`src/rtl/duart_pkg.sv`:
```
package duart_pkg;
  localparam int BYTE_W = 8;

  // register offset low nibble after the address XOR
  localparam logic [3:0] K_MODE = 4'h1;
  localparam logic [3:0] K_STAT = 4'h3;
  localparam logic [3:0] K_CMD  = 4'h5;
  localparam logic [3:0] K_HOLD = 4'h7;
  localparam logic [4:0] OFF_INT = 5'h0B;

  typedef enum logic [3:0] {
    OP_NOP     = 4'd0,
    OP_PTR_RST = 4'd1,
    OP_RX_RST  = 4'd2,
    OP_TX_RST  = 4'd3,
    OP_ERR_RST = 4'd4,
    OP_BRK_RST = 4'd5
  } cmd_op_e;
endpackage

```
`src/rtl/duart_rxfifo.sv`:
```
module duart_rxfifo #(
  parameter int DW    = 8,
  parameter int DEPTH = 3
) (
  input  logic                     clk,
  input  logic                     rst_n,
  input  logic                     push,
  input  logic [DW-1:0]            din,
  input  logic                     pop,
  input  logic                     flush,
  output logic [DW-1:0]            dout,
  output logic [$clog2(DEPTH+1)-1:0] count
);
  localparam int PW = (DEPTH > 1) ? $clog2(DEPTH) : 1;
  localparam int CW = $clog2(DEPTH + 1);
  localparam logic [CW-1:0] FULL = CW'(DEPTH);
  localparam logic [PW-1:0] LAST = PW'(DEPTH - 1);

  logic [DW-1:0] mem [DEPTH];
  logic [PW-1:0] wp, rp;
  logic [CW-1:0] cnt;

  function automatic logic [PW-1:0] step(input logic [PW-1:0] p);
    return (p == LAST) ? '0 : p + PW'(1);
  endfunction

  always_ff @(posedge clk) begin
    if (!rst_n || flush) begin
      wp  <= '0;
      rp  <= '0;
      cnt <= '0;
      if (!rst_n) begin
        for (int i = 0; i < DEPTH; i++) mem[i] <= '0;
      end
    end else begin
      if (push) begin
        mem[wp] <= din;
        wp      <= step(wp);
      end
      if (pop) rp <= step(rp);
      case ({push, pop})
        2'b10:   cnt <= cnt + CW'(1);
        2'b01:   cnt <= cnt - CW'(1);
        default: cnt <= cnt;
      endcase
    end
  end

  assign dout  = mem[rp];
  assign count = cnt;


  no_overflow_chk: assert property (@(posedge clk) disable iff (!rst_n)
    push |-> (cnt < FULL));

  no_underflow_chk: assert property (@(posedge clk) disable iff (!rst_n)
    pop |-> (cnt != '0));
endmodule

```
`src/rtl/duart_chan.sv`:
```
module duart_chan import duart_pkg::*; #(
  parameter int DEPTH = 3
) (
  input  logic              clk,
  input  logic              rst_n,
  input  logic [BYTE_W-1:0] wdata,
  input  logic              mr_wr,
  input  logic              mr_rd,
  input  logic              cmd_wr,
  input  logic              thr_wr,
  input  logic              rhr_rd,
  input  logic              brkint_clr,
  input  logic              rx_valid,
  input  logic [BYTE_W-1:0] rx_data,
  input  logic              rx_brk,
  output logic              rx_ready,
  output logic [BYTE_W-1:0] mr_q,
  output logic [BYTE_W-1:0] sr_q,
  output logic [BYTE_W-1:0] rhr_q,
  output logic              tx_valid,
  output logic [BYTE_W-1:0] tx_data,
  output logic [2:0]        isr_q
);
  localparam int CW = $clog2(DEPTH + 1);
  localparam logic [CW-1:0] FULL = CW'(DEPTH);

  logic              rx_en, tx_on, mr_ptr, brk_st, brk_int;
  logic [BYTE_W-1:0] mr [2];
  logic              rx_en_n, tx_on_n, brk_st_n, brk_int_n;
  logic              push, pop, flush;
  logic [CW-1:0]     cnt;
  logic [3:0]        op;

  assign op       = wdata[7:4];
  assign rx_ready = rx_en && (cnt != FULL);
  assign push     = rx_valid && rx_ready;
  assign pop      = rhr_rd && (cnt != '0);
  assign flush    = cmd_wr && (op == OP_RX_RST);

  duart_rxfifo #(.DW(BYTE_W), .DEPTH(DEPTH)) u_fifo (
    .clk   (clk),
    .rst_n (rst_n),
    .push  (push),
    .din   (rx_brk ? '0 : rx_data),
    .pop   (pop),
    .flush (flush),
    .dout  (rhr_q),
    .count (cnt)
  );

  always_comb begin
    rx_en_n = rx_en;
    tx_on_n = tx_on;
    if (cmd_wr) begin
      if (wdata[0]) rx_en_n = 1'b1;
      if (wdata[1]) rx_en_n = 1'b0;
      if (wdata[2]) tx_on_n = 1'b1;
      if (wdata[3]) tx_on_n = 1'b0;
      if (op == OP_RX_RST) rx_en_n = 1'b0;
      if (op == OP_TX_RST) tx_on_n = 1'b0;
    end
  end

  always_comb begin
    brk_st_n  = brk_st;
    brk_int_n = brk_int;
    if (pop && brk_st) begin
      brk_st_n  = 1'b0;
      brk_int_n = 1'b1;
    end
    if (cmd_wr && (op == OP_ERR_RST)) brk_st_n = 1'b0;
    if (brkint_clr) brk_int_n = 1'b0;
    if (push && rx_brk && !brk_st_n) begin
      brk_st_n  = 1'b1;
      brk_int_n = 1'b1;
    end
  end

  always_ff @(posedge clk) begin
    if (!rst_n) begin
      rx_en    <= 1'b0;
      tx_on    <= 1'b0;
      mr_ptr   <= 1'b0;
      mr[0]    <= '0;
      mr[1]    <= '0;
      brk_st   <= 1'b0;
      brk_int  <= 1'b0;
      tx_valid <= 1'b0;
      tx_data  <= '0;
    end else begin
      rx_en    <= rx_en_n;
      tx_on    <= tx_on_n;
      brk_st   <= brk_st_n;
      brk_int  <= brk_int_n;
      if (mr_wr) mr[mr_ptr] <= wdata;
      if (cmd_wr && (op == OP_PTR_RST)) mr_ptr <= 1'b0;
      else if (mr_wr || mr_rd)           mr_ptr <= 1'b1;
      tx_valid <= thr_wr && tx_on;
      if (thr_wr && tx_on) tx_data <= wdata;
    end
  end

  assign mr_q  = mr[mr_ptr];
  assign sr_q  = {brk_st, 3'b000, tx_on, tx_on, (cnt == FULL), (cnt != '0)};
  assign isr_q = {brk_int, (cnt != '0), tx_on};


  ptr_stick_chk: assert property (@(posedge clk) disable iff (!rst_n)
    (mr_wr || mr_rd) |=> mr_ptr);

  tx_gate_chk: assert property (@(posedge clk) disable iff (!rst_n)
    tx_valid |-> ($past(thr_wr) && $past(tx_on)));

  rx_reset_chk: assert property (@(posedge clk) disable iff (!rst_n)
    flush |=> (!sr_q[0] && !rx_ready));

  brk_set_chk: assert property (@(posedge clk) disable iff (!rst_n)
    (push && rx_brk && !brk_st) |=> (sr_q[7] && isr_q[2]));
endmodule

```
`src/rtl/duart_regctl.sv`:
```
module duart_regctl import duart_pkg::*; #(
  parameter logic [2:0] BLOCK_SEL = 3'd0,
  parameter int         DEPTH     = 3
) (
  input  logic         clk,
  input  logic         rst_n,
  input  logic [7:0]   bus_addr,
  input  logic         bus_wr,
  input  logic         bus_rd,
  input  logic [7:0]   bus_wdata,
  output logic [7:0]   bus_rdata,
  input  logic [1:0]   rx_valid,
  output logic [1:0]   rx_ready,
  input  logic [15:0]  rx_data,
  input  logic [1:0]   rx_brk,
  output logic [1:0]   tx_valid,
  output logic [15:0]  tx_data,
  output logic [7:0]   int_status,
  output logic [7:0]   int_mask
);
  localparam int NCH = 2;

  logic       hit, wr_hit, rd_hit, brkint_clr;
  logic [4:0] off;
  logic [3:0] kind;
  logic       chsel;
  logic [NCH-1:0][BYTE_W-1:0] mr_q, sr_q, rhr_q;
  logic [NCH-1:0][2:0]        isr_q;

  assign hit    = (bus_addr[7:5] == BLOCK_SEL);
  assign off    = bus_addr[4:0] ^ 5'h01;
  assign kind   = off[3:0];
  assign chsel  = off[4];
  assign wr_hit = bus_wr && hit;
  assign rd_hit = bus_rd && !bus_wr && hit;
  assign brkint_clr = wr_hit && (kind == K_CMD) && (bus_wdata[7:4] == OP_BRK_RST);

  for (genvar g = 0; g < NCH; g++) begin : g_ch
    logic sel;
    assign sel = (chsel == 1'(g));
    duart_chan #(.DEPTH(DEPTH)) u_ch (
      .clk        (clk),
      .rst_n      (rst_n),
      .wdata      (bus_wdata),
      .mr_wr      (wr_hit && sel && (kind == K_MODE)),
      .mr_rd      (rd_hit && sel && (kind == K_MODE)),
      .cmd_wr     (wr_hit && sel && (kind == K_CMD)),
      .thr_wr     (wr_hit && sel && (kind == K_HOLD)),
      .rhr_rd     (rd_hit && sel && (kind == K_HOLD)),
      .brkint_clr (brkint_clr),
      .rx_valid   (rx_valid[g]),
      .rx_data    (rx_data[g*BYTE_W +: BYTE_W]),
      .rx_brk     (rx_brk[g]),
      .rx_ready   (rx_ready[g]),
      .mr_q       (mr_q[g]),
      .sr_q       (sr_q[g]),
      .rhr_q      (rhr_q[g]),
      .tx_valid   (tx_valid[g]),
      .tx_data    (tx_data[g*BYTE_W +: BYTE_W]),
      .isr_q      (isr_q[g])
    );
    assign int_status[4*g +: 4] = {1'b0, isr_q[g]};
  end

  always_ff @(posedge clk) begin
    if (!rst_n)                      int_mask <= '0;
    else if (wr_hit && off == OFF_INT) int_mask <= bus_wdata;
  end

  always_comb begin
    bus_rdata = '0;
    if (rd_hit) begin
      case (kind)
        K_MODE:  bus_rdata = mr_q[chsel];
        K_STAT:  bus_rdata = sr_q[chsel];
        K_HOLD:  bus_rdata = rhr_q[chsel];
        default: bus_rdata = (off == OFF_INT) ? int_status : '0;
      endcase
    end
  end


  mask_load_chk: assert property (@(posedge clk) disable iff (!rst_n)
    (wr_hit && off == OFF_INT) |=> (int_mask == $past(bus_wdata)));

  block_miss_chk: assert property (@(posedge clk) disable iff (!rst_n)
    (bus_wr && !hit) |=> $stable(int_mask));
endmodule

```
`config.mk`:
```
export PLATFORM = sky130hd
export DESIGN_NAME = duart_regctl
export DESIGN_NICKNAME = d
export VERILOG_FILES = /design/src/rtl/duart_pkg.sv /design/src/rtl/duart_rxfifo.sv /design/src/rtl/duart_chan.sv /design/src/rtl/duart_regctl.sv
export SDC_FILE = /design/constraint.sdc
export NUM_CORES = 1
export LEC_CHECK = 0
export ABC_AREA = 1
export CAP_MARGIN = 40
export CORE_MARGIN = 8
export CORE_UTILIZATION = 37
export CTS_CLUSTER_DIAMETER = 120
export DETAILED_ROUTE_END_ITERATION = 7
export GPL_ROUTABILITY_DRIVEN = 0
export PLACE_DENSITY_LB_ADDON = 0.15
export SETUP_SLACK_MARGIN = 0.1
export SYNTH_ARGS = -nofsm -noshare
export SYNTH_HDL_FRONTEND = slang
export SYNTH_SLANG_ARGS = --single-unit
```
`constraint.sdc`:
```
create_clock -name clk -period 6.65 [get_ports clk]
set_clock_uncertainty 0.2 [all_clocks]
set_input_delay 0.9975 -clock clk [delete_from_list [all_inputs] [get_ports clk]]
set_output_delay 0.9975 -clock clk [all_outputs]
set_load 0.005 [all_outputs]
```
==> impl_metrics.json <==
{
  "final_cells": 1131,
  "finalSetupTns_ns": 0,
  "clk_latency_ns": 0.42,
  "synth_cell_types": 36,
  "slew_violations": 0,
  "nNetsFinal": 926,
  "cts_root_buf": "clkbuf_16",
  "ys_seq_area_share_pct": 56.2,
  "cts-htree-levels": 4,
  "worstPathRequired_ns": 5.45,
  "antenna_found_initial": 0,
  "dpl.cell_count": 1099,
  "finalCritPeriodShare_pct": 70.6,
  "critPathSlowestCell": "clkdlybuf4s50_1",
  "leakage_nw": 3.44,
  "grt.total_usage_pct": 16.3,
  "cts_tree": "yes",
  "synth-edff-count": 96,
  "cap_violations": 0,
  "routedWlPerCell_um": 16.9,
  "hold_violations": 0,
  "grt-ovfl-total": 0,
  "synth.top_cell.area_share_pct": 40.9,
  "die_area_sq_um": 23700,
  "ioPinCount": 84,
  "die_w_um": 154,
  "cts_resized": 0,
  "rsz0062_at_grt": "no",
  "syn_area_sq_um": 7060,
  "synthTopCellsByCount": "nor2_1 (191), nand2_1 (159), edfxtp_1 (96), inv_1 (63), o21ai_0 (60)",
  "die_h_um": 154,
  "worstSetupEndpointType": "primary output",
  "fmax_ghz": 0.213,
  "hpwl_um": 13600,
  "p_per_area_nw_per_um2": 244,
  "critPathMostFrequentCell": "clkdlybuf4s50_1",
  "vias": 5491,
  "avgSynthCellArea_sq_um": 8.70,
  "worst_setup_path_start_kind": "input port",
  "yosys_most_used_dff": "edfxtp_1",
  "hold_ws_ns": 0.292,
  "synth_warnings": 0,
  "drt_iter0_drc": 442,
  "grt_pass1_wl_um": 30300,
  "peakVddDrop_uv": 166,
  "finalCriticalPeriod_ns": 4.69,
  "postRouteAntennaNets": 0,
  "synthMostInstantiatedCell": "nor2_1",
  "r2r_start": "g_ch[1].u_ch.u_fifo.count[0]",
  "worstHoldStart": "g_ch[1].u_ch.u_fifo.rp[1]",
  "yosys-top-cells-area": "edfxtp_1 (41%), dfxtp_1 (15%), nor2_1 (10%), nand2_1 (8.5%), o21ai_0 (4.3%)",
  "port_buffers": 81,
  "drcViolationCount": 0,
  "relSlewSlack_pct": 42.8,
  "crit_type": "in -> out",
  "cts_setup_buffers": 0,
  "grt_max_degree": 40,
  "yosysTopAreaCell": "edfxtp_1",
  "wirelength_um": 19100,
  "arrival_ns": 3.50,
  "crit_path_start": "bus_addr[4]",
  "cts_buffers": 17,
  "ys_seq_elements": 150,
  "diodes": 0,
  "numClockSinks": 150,
  "cts.clk_slew.worst_paths_ns": 0.06,
  "syn2layout_area_growth_pct": 22.2,
  "slowest_delay_ns": 0.56,
  "drive_gt1_share_pct": 8.81,
  "cts_hold_buf": 0,
  "cp_max_fo": 22,
  "outcome": "finished clean",
  "hold_path.class": "reg -> reg",
  "crit_chain": "clkdlybuf4s50_1, buf_4, inv_2, nand4_2, o21ai_0, nand2_1, a21oi_1, clkdlybuf4s50_1",
  "drt-pass1-iter-count": 5,
  "power_w": 0.00211,
  "row_count": 50,
  "start_util_pct": 37.7,
  "tightest_slew_ns": 0.855,
  "syn_inst": 811,
  "cts_buffer_depth": 2,
  "coreArea_sq_um": 18700,
  "final_area_sq_um": 8630,
  "viasPerCell": 4.85,
  "place_area_sq_um": 8000,
  "async_flop_share_pct": 0,
  "first_global_vias": 5407,
  "setup_viol_count_final": 0
}
-- layer usage --
metal,track usage [%],up-vias,wire [um]
li1,-,2801,-
met1,22.2,2540,9200
met2,24.7,132,8550
met3,4.06,18,1040
met4,5.32,0,275
met5,0,-,0
-- area by class of cell --
| class | count | area (sq um) |
|---|---|---|
| clock inverters | 9 | 72.6 |
| clock buffers | 23 | 553 |
| multi-input cells | 551 | 2610 |
| well taps | 234 | 293 |
| inverters | 78 | 293 |
| fillers | 1843 | 10100 |
| flip-flops and latches | 150 | 3960 |
| repair buffers | 86 | 843 |
-- layout by cell type (no fill, tap or decap), types with 2 or more instances in the layout --
cell	count
nand4_4	6
xor2_1	4
nor3_1	5
nand3b_2	2
clkbuf_8	2
nand2_1	159
nand3_4	3
inv_6	2
nand4_1	5
buf_4	5
o21ai_1	9
clkinv_1	3
nor2_2	4
o21a_1	2
clkinv_4	4
inv_2	12
or2_2	2
dfxtp_1	54
inv_1	63
inv_4	2
clkbuf_16	21
nand3_1	38
edfxtp_1	96
nor2_4	4
clkdlybuf4s50_1	80
nor2_1	191
nand3_2	2
o211ai_1	7
conb_1	2
ha_1	2
a21oi_1	37
o21ai_0	60
nand2_4	2
-- final timing paths --
check                                                     end  slack [ns]  cells after the start
worst max-delay path                             bus_rdata[6]        1.96                      8
worst min register to register      g_ch[1].u_ch.u_fifo.rp[1]        0.29                      2
worst max register to register  g_ch[1].u_ch.u_fifo.mem[1][5]        4.38                      5
worst min-delay path                g_ch[1].u_ch.u_fifo.rp[1]        0.29                      2
-- registers in the layout, summed over array words and instances (netlist names), 4 cells and up, named ones only --
register / cells
g_ch.u_ch.u_fifo.wp: 4
int_mask: 8
g_ch.u_ch.u_fifo.mem: 64
g_ch.u_ch.tx_data: 16
g_ch.u_ch.u_fifo.rp: 4
g_ch.u_ch.mr: 32
g_ch.u_ch.u_fifo.count: 4
-- cell families (layout without fill, tap and decap cells) --
kind of cell | after synthesis | after routing | synth area share (%)
adder cells (fa/ha/maj) | 2 | 2 | 0.355
flip-flops | 150 | 150 | 56.2
AO/OA/AOI/OAI | 117 | 117 | 8.69
other | 1 | 2 | 0.0531
XOR/XNOR | 4 | 4 | 0.496
buffers and inverters | 111 | 196 | 6.93
AND/OR/NAND/NOR | 426 | 426 | 27.3
-- critical path, delay by kind of cell --
kind | cells | cell delay, ns
buf+inv | 4 | 1.56
compound gates | 2 | 0.52
simple gates | 2 | 0.39
-- report_power, final --
| part | internal (W) | leakage [nW] | switching (W) |
|---|---|---|---|
| Clock | 0.000593 | 0.308 | 0.000395 |
| Sequential | 0.00101 | 1.39 | 0.00000510 |
| Combinational | 0.0000367 | 1.74 | 0.0000713 |
-- through the flow --
stage | utilization [%] | worst slack [ns]
global placement | 42.8 | 2.02
CTS | 46.1 | 1.97
finish | 46.1 | 1.96
floorplan | - | 3.64
detailed placement | 42.8 | 1.97
global route | 46.1 | 1.81
Note: power is estimated with default switching activity, not from simulation.
